==> src/rtl/eint_pkg.sv <==
package eint_pkg;

  typedef enum logic [3:0] {
    TRIG_RISE = 4'd0,
    TRIG_FALL = 4'd1,
    TRIG_HIGH = 4'd2,
    TRIG_LOW  = 4'd3,
    TRIG_BOTH = 4'd4
  } trig_e;

  localparam int unsigned OFS_CFG    = 32'h200;
  localparam int unsigned OFS_ENABLE = 32'h210;
  localparam int unsigned OFS_STATUS = 32'h214;
  localparam int unsigned FIELD_W    = 4;

endpackage

==> src/rtl/eint_sync.sv <==
module eint_sync #(
  parameter int WIDTH  = 32,
  parameter int STAGES = 2
) (
  input  logic             clk,
  input  logic             rst_n,
  input  logic [WIDTH-1:0] d,
  output logic [WIDTH-1:0] q
);

  logic [WIDTH-1:0] chain [STAGES];

  for (genvar s = 0; s < STAGES; s++) begin : g_stage
    if (s == 0) begin : g_first
      always_ff @(posedge clk or negedge rst_n) begin
        if (!rst_n) chain[s] <= '0;
        else        chain[s] <= d;
      end
    end else begin : g_next
      always_ff @(posedge clk or negedge rst_n) begin
        if (!rst_n) chain[s] <= '0;
        else        chain[s] <= chain[s-1];
      end
    end
  end

  assign q = chain[STAGES-1];

endmodule

==> src/rtl/eint_detect.sv <==
module eint_detect
  import eint_pkg::*;
#(
  parameter int LINES = 32
) (
  input  logic                     clk,
  input  logic                     rst_n,
  input  logic [LINES-1:0]         level,
  input  logic [FIELD_W*LINES-1:0] trig,
  output logic [LINES-1:0]         edge_hit,
  output logic [LINES-1:0]         level_hit
);

  logic [LINES-1:0] prev_q;

  always_ff @(posedge clk or negedge rst_n) begin
    if (!rst_n) prev_q <= '0;
    else        prev_q <= level;
  end

  for (genvar n = 0; n < LINES; n++) begin : g_line
    logic [FIELD_W-1:0] code;
    logic rise, fall;
    assign code = trig[FIELD_W*n +: FIELD_W];
    assign rise = level[n] & ~prev_q[n];
    assign fall = ~level[n] & prev_q[n];

    always_comb begin
      edge_hit[n]  = 1'b0;
      level_hit[n] = 1'b0;
      case (code)
        TRIG_RISE: edge_hit[n]  = rise;
        TRIG_FALL: edge_hit[n]  = fall;
        TRIG_BOTH: edge_hit[n]  = rise | fall;
        TRIG_HIGH: level_hit[n] = level[n];
        TRIG_LOW:  level_hit[n] = ~level[n];
        default: begin
          edge_hit[n]  = 1'b0;
          level_hit[n] = 1'b0;
        end
      endcase
    end
  end

endmodule

==> src/rtl/eint_regs.sv <==
module eint_regs
  import eint_pkg::*;
#(
  parameter int LINES  = 32,
  parameter int ADDR_W = 12,
  parameter int DATA_W = 32
) (
  input  logic                     clk,
  input  logic                     rst_n,
  input  logic                     bus_valid,
  input  logic                     bus_write,
  input  logic [ADDR_W-1:0]        bus_addr,
  input  logic [DATA_W-1:0]        bus_wdata,
  input  logic [LINES-1:0]         edge_hit,
  input  logic [LINES-1:0]         level_hit,
  output logic                     rsp_valid,
  output logic [DATA_W-1:0]        rsp_rdata,
  output logic [FIELD_W*LINES-1:0] trig,
  output logic [LINES-1:0]         enable_q,
  output logic [LINES-1:0]         status_q
);

  localparam int PER_WORD  = DATA_W / FIELD_W;
  localparam int CFG_WORDS = LINES / PER_WORD;

  logic [CFG_WORDS-1:0][DATA_W-1:0] cfg_q;
  logic                             wr, rd;
  logic [LINES-1:0]                 clr;
  logic [DATA_W-1:0]                rd_word;

  assign wr   = bus_valid & bus_write;
  assign rd   = bus_valid & ~bus_write;
  assign trig = cfg_q;
  assign clr  = (wr && bus_addr == ADDR_W'(OFS_STATUS)) ? bus_wdata[LINES-1:0] : '0;

  for (genvar w = 0; w < CFG_WORDS; w++) begin : g_cfg
    always_ff @(posedge clk or negedge rst_n) begin
      if (!rst_n) cfg_q[w] <= '0;
      else if (wr && bus_addr == ADDR_W'(OFS_CFG + 4 * w)) cfg_q[w] <= bus_wdata;
    end
  end

  always_ff @(posedge clk or negedge rst_n) begin
    if (!rst_n) begin
      enable_q <= '0;
      status_q <= '0;
    end else begin
      if (wr && bus_addr == ADDR_W'(OFS_ENABLE)) enable_q <= bus_wdata[LINES-1:0];
      // edges outrank a clear; levels lose to it for one cycle
      status_q <= (status_q & ~clr) | edge_hit | (level_hit & ~clr);
    end
  end

  always_comb begin
    rd_word = '0;
    if (bus_addr == ADDR_W'(OFS_ENABLE)) rd_word = DATA_W'(enable_q);
    if (bus_addr == ADDR_W'(OFS_STATUS)) rd_word = DATA_W'(status_q);
    for (int w = 0; w < CFG_WORDS; w++) begin
      if (bus_addr == ADDR_W'(OFS_CFG + 4 * w)) rd_word = cfg_q[w];
    end
  end

  always_ff @(posedge clk or negedge rst_n) begin
    if (!rst_n) begin
      rsp_valid <= 1'b0;
      rsp_rdata <= '0;
    end else begin
      rsp_valid <= rd;
      if (rd) rsp_rdata <= rd_word;
    end
  end

endmodule

==> src/rtl/gpio_eint_ctrl.sv <==
module gpio_eint_ctrl
  import eint_pkg::*;
#(
  parameter int LINES       = 32,
  parameter int ADDR_W      = 12,
  parameter int DATA_W      = 32,
  parameter int SYNC_STAGES = 2
) (
  input  logic              clk,
  input  logic              rst_n,
  input  logic [LINES-1:0]  pin_i,
  input  logic              bus_valid,
  output logic              bus_ready,
  input  logic              bus_write,
  input  logic [ADDR_W-1:0] bus_addr,
  input  logic [DATA_W-1:0] bus_wdata,
  output logic              rsp_valid,
  output logic [DATA_W-1:0] rsp_rdata,
  output logic              irq_o
);

  logic [LINES-1:0]         pin_sync;
  logic [LINES-1:0]         edge_hit, level_hit;
  logic [FIELD_W*LINES-1:0] trig;
  logic [LINES-1:0]         enable_q, status_q;

  assign bus_ready = 1'b1;

  eint_sync #(.WIDTH(LINES), .STAGES(SYNC_STAGES)) u_sync (
    .clk(clk), .rst_n(rst_n), .d(pin_i), .q(pin_sync)
  );

  eint_detect #(.LINES(LINES)) u_detect (
    .clk(clk), .rst_n(rst_n), .level(pin_sync), .trig(trig),
    .edge_hit(edge_hit), .level_hit(level_hit)
  );

  eint_regs #(.LINES(LINES), .ADDR_W(ADDR_W), .DATA_W(DATA_W)) u_regs (
    .clk(clk), .rst_n(rst_n),
    .bus_valid(bus_valid), .bus_write(bus_write), .bus_addr(bus_addr), .bus_wdata(bus_wdata),
    .edge_hit(edge_hit), .level_hit(level_hit),
    .rsp_valid(rsp_valid), .rsp_rdata(rsp_rdata),
    .trig(trig), .enable_q(enable_q), .status_q(status_q)
  );

  always_ff @(posedge clk or negedge rst_n) begin
    if (!rst_n) irq_o <= 1'b0;
    else        irq_o <= |(status_q & enable_q);
  end

endmodule

==> config.mk <==
export PLATFORM = sky130hd
export DESIGN_NAME = gpio_eint_ctrl
export DESIGN_NICKNAME = d
export VERILOG_FILES = /design/src/rtl/eint_pkg.sv /design/src/rtl/eint_sync.sv /design/src/rtl/eint_detect.sv /design/src/rtl/eint_regs.sv /design/src/rtl/gpio_eint_ctrl.sv
export SDC_FILE = /design/constraint.sdc
export NUM_CORES = 1
export LEC_CHECK = 0
export BUFFER_PORTS_ARGS = -buffer_cell sky130_fd_sc_hd__buf_2
export CORE_ASPECT_RATIO = 1.1
export CORE_MARGIN = 1
export CORE_UTILIZATION = 50
export CTS_BUF_LIST = sky130_fd_sc_hd__clkbuf_2 sky130_fd_sc_hd__clkbuf_4 sky130_fd_sc_hd__clkbuf_8
export DETAILED_ROUTE_END_ITERATION = 10
export PLACE_DENSITY_LB_ADDON = 0.3
export SYNTH_ARGS = -nofsm -noshare
export SYNTH_HDL_FRONTEND = slang
export SYNTH_SLANG_ARGS = --single-unit
==> constraint.sdc <==
create_clock -name clk -period 1.3 [get_ports clk]
set_clock_uncertainty 0.05 [all_clocks]
set_input_delay 0 -clock clk [delete_from_list [all_inputs] [get_ports clk]]
set_output_delay 0 -clock clk [all_outputs]
set_load 0.02 [all_outputs]
==> impl_metrics.csv <==
group,metric,value,unit
route,drt-wirelength-per-cell,24.3,µm
power,peakVddDrop,0.858,mV
place,dp.cells,1945,
synthesis,ys.flop_type,"dfrtp_1",
cts,htreeDepth,2,
sta,worst_pin_slew,0.495,ns
run_status,status,"finished, violations left",
setup_path,cp_max_fo,2,
setup_path,crit_start,"u_sync.q[16]",
synthesis,syn-cell-area,15300,µm²
global_route,grt_pass1_wl,73.5,mm
cells_and_area,multiInputGateArea,8420,µm²
floorplan,die_w,169,µm
setup_path,worst_path_largest_cell_delay,0.42,ns
power,power,0.0224,W
floorplan,die_y,186,µm
power,power_density,976,nW/µm²
setup_path,reg2reg_depth,6,
synthesis,synth_top_cell_by_area,"dfrtp_1",
setup_path,start_kind,"register",
cells_and_area,nets,1897,
cells_and_area,drive_above_1_share,49.5,%
sta,slew-limit-headroom,66.5,%
synthesis,ys_types,47,
global_route,grt_max_degree,58,
floorplan,coreArea,29800,µm²
global_route,grt_overflow,0,
floorplan,ios,115,
synthesis,synth-seq-area-share,52.6,%
global_route,grt_util_all_layers,31.2,%
setup_path,criticalPathCategory,"register to register",
hold_path,hp-class,"primary input to register",
setup_path,arrival,2.15,ns
route,wl_met2,25.1,mm
setup_path,crit_path_end,"u_regs.status_q[16]",
setup_path,slowest_stage,"dfrtp_1",
synthesis,yosys_register_bits,322,
sta,hold_viol,0,
floorplan,die_area,31300,µm²
route,dr_wl_met3,4.15,mm
route,top_layer,"met5",
cts,clkSinkCount,322,
synthesis,ys_top_cells_by_count,"dfrtp_1 (322), mux2_2 (158), inv_1 (108)",
sta,setup_viol,225,
synthesis,ys_warn_count,0,
setup_path,cp-end-kind,"register",
floorplan,num_rows,66,
synthesis,syn_inst,1289,
sta,slew_viol_final,0,
route,via_count,13100,
place,place_congestion,0.897,
route,drt-met1-wl,20.9,mm
sta,fmax,0.584,GHz
setup_path,cp_num_cells,6,
sta,period_minus_slack,1.71,ns
synthesis,synthArstFlopShare,100,%
place,place_ws,-0.790,ns
sta,timing.final.crit_share,132,%
synthesis,synth_top_area_share,52.6,%
route,vias_per_cell,5.96,
cells_and_area,fillers,1676,
synthesis,avgSynthCellArea,11.9,µm²
cells_and_area,layout.area.seq,8060,µm²
route,ant_nets,0,
synthesis,synth.most_common_cell,"dfrtp_1",
route,wirelength,53.5,mm
global_route,grt_pass1_vias,13000,
cells_and_area,instances_no_fill,2200,
place,port_buffers,113,
route,drt_pass1_iterations,5,
setup_path,r2r_setup_slack,-0.41,ns
synthesis,syn_nets,1433,
setup_path,crit_required,1.74,ns
run,maxCapViolations,0,
power,leakagePower,10.5,nW
cts,root_buffer,"clkbuf_8",
place,dpl.hpwl,29.4,mm
cells_and_area,final_area,23000,µm²
sta,whs,0.0323,ns
floorplan,start_util,51.4,%
cts,cts_buffers,54,
run_status,violations,"setup timing",
cts,cts_buffer_depth,3,
place,postPlaceCellArea,18400,µm²
cells_and_area,area_growth,50.2,%
synthesis,netlist_top_cells_area,"dfrtp_1 (53%), mux2_2 (12%), ha_1 (5.2%), nand2b_1 (2.8%), inv_1 (2.6%)",
sta,grt_setup_unrepaired,"yes",
setup_path,cp_cell_sequence,"inv_1 -> ha_1 -> nand2b_1 -> a21oi_1 -> a31oi_1 -> o31ai_1",
cts,cts_tree,"built",
synthesis,synth_edf_count,0,
cts,clkLatencyLatePin,0.62,ns
setup_path,r2r_end,"u_regs.status_q[16]",
sta,fin_ws,-0.412,ns
route,first_iter_violations,1300,
global_route,antenna_found_initial,2,
route,drc,0,
setup_path,regToRegStartpoint,"u_sync.q[16]",
setup_path,crit_buf_inv,1,
setup_path,worst_path_dominant_cell_family,"compound AO/OA/AOI/OAI gates",
cts,path_clk_slew,0.07,ns
==> flip-flops by register name, summed over array words and instances, names as in the netlist <==
name and count:
u_detect.prev_q 32, u_regs.rsp_rdata 32, u_regs.trig 128, u_regs.enable_q 32
u_regs.rsp_valid 1, u_sync.chain 32, irq_o 1, u_regs.status_q 32
u_sync.q 32
==> layer usage <==
metal	vias up	global-route usage, %
met5	-	0
met4	2	18.3
met3	231	6.74
met2	669	49.9
met1	6611	39.3
li1	5603	-
==> logic make-up after synthesis <==
group	share of synthesized area, %
flops	52.6
simple gates	8.95
other cells	0.0245
buf+inv	4.32
mux	14.2
fa+ha+maj	5.23
compound gates	12.8
xor+xnor	1.83
==> cell type report <==
| class | instances | area share, % |
|---|---|---|
| Clock inverter | 8 | 0.212 |
| Antenna cell | 1 | 0.0109 |
| Multi-Input combinational cell | 795 | 36.6 |
| Sequential cell | 322 | 35.1 |
| Clock buffer | 86 | 4.60 |
| Tap cell | 408 | 2.22 |
| Inverter | 108 | 1.76 |
| Timing Repair Buffer | 472 | 19.5 |
==> stage by stage <==
stage | setup TNS [ns] | utilization (%)
6_report | -34.85 | 77.1
3_3_place_gp | -135.98 | 61.6
5_1_grt | -40.00 | 77.1
3_5_place_dp | -144.99 | 61.6
2_1_floorplan | -115.61 | -
4_1_cts | -26.59 | 72.9
==> how the worst min path moves through the flow <==
stage / startpoint / end / slack (ns) / depth (start not counted)
floorplan: rst_n / irq_o / -0.35 / 0
global placement: rst_n / u_sync.chain[36] / -0.12 / 1
detailed placement: rst_n / u_sync.chain[36] / -0.12 / 1
CTS: pin_i[2] / u_sync.chain[34] / 0.01 / 2
global route: pin_i[2] / u_sync.chain[34] / 0.04 / 2
finish: pin_i[2] / u_sync.chain[34] / 0.03 / 2
==> power breakdown <==
group	switching [W]	internal [W]
Clock	0.00413	0.00513
Combinational	0.00140	0.00124
Sequential	0.000227	0.0103
==> placed cells by master (no fill, tap or decap), types with 17 or more instances in the layout <==
| cell | netlist | routed |
|---|---|---|
| o31ai_1 | 25 | 20 |
| buf_12 | 0 | 40 |
| buf_4 | 1 | 177 |
| nand2b_4 | 0 | 20 |
| a21oi_1 | 67 | 19 |
| nand2b_1 | 68 | 48 |
| nand2_1 | 26 | 25 |
| ha_1 | 64 | 55 |
| dfrtp_1 | 322 | 319 |
| mux2_4 | 0 | 98 |
| dlygate4sd3_1 | 0 | 99 |
| buf_2 | 9 | 108 |
| a31oi_1 | 30 | 26 |
| or2_2 | 33 | 33 |
| o22ai_2 | 0 | 17 |
| mux2_2 | 158 | 62 |
| buf_6 | 0 | 26 |
| a22oi_1 | 32 | 21 |
| xnor2_1 | 25 | 24 |
| inv_1 | 108 | 98 |
| a21oi_2 | 0 | 47 |
| clkbuf_4 | 0 | 20 |
| nor2_1 | 20 | 20 |
| a32oi_2 | 0 | 17 |
| mux2i_1 | 37 | 30 |
| clkbuf_8 | 0 | 66 |
==> timing repair <==
item | CTS | global route
resized for setup | 163 | 191
buffers inserted | 29 | 19
endpoints found under the setup margin | 161 | 225
pin swaps | 40 | 74
hold buffers | 99 | 0
endpoints found under the hold margin | 577 | 0
cloned | 14 | 12
Power figures use the tool's default switching activity.
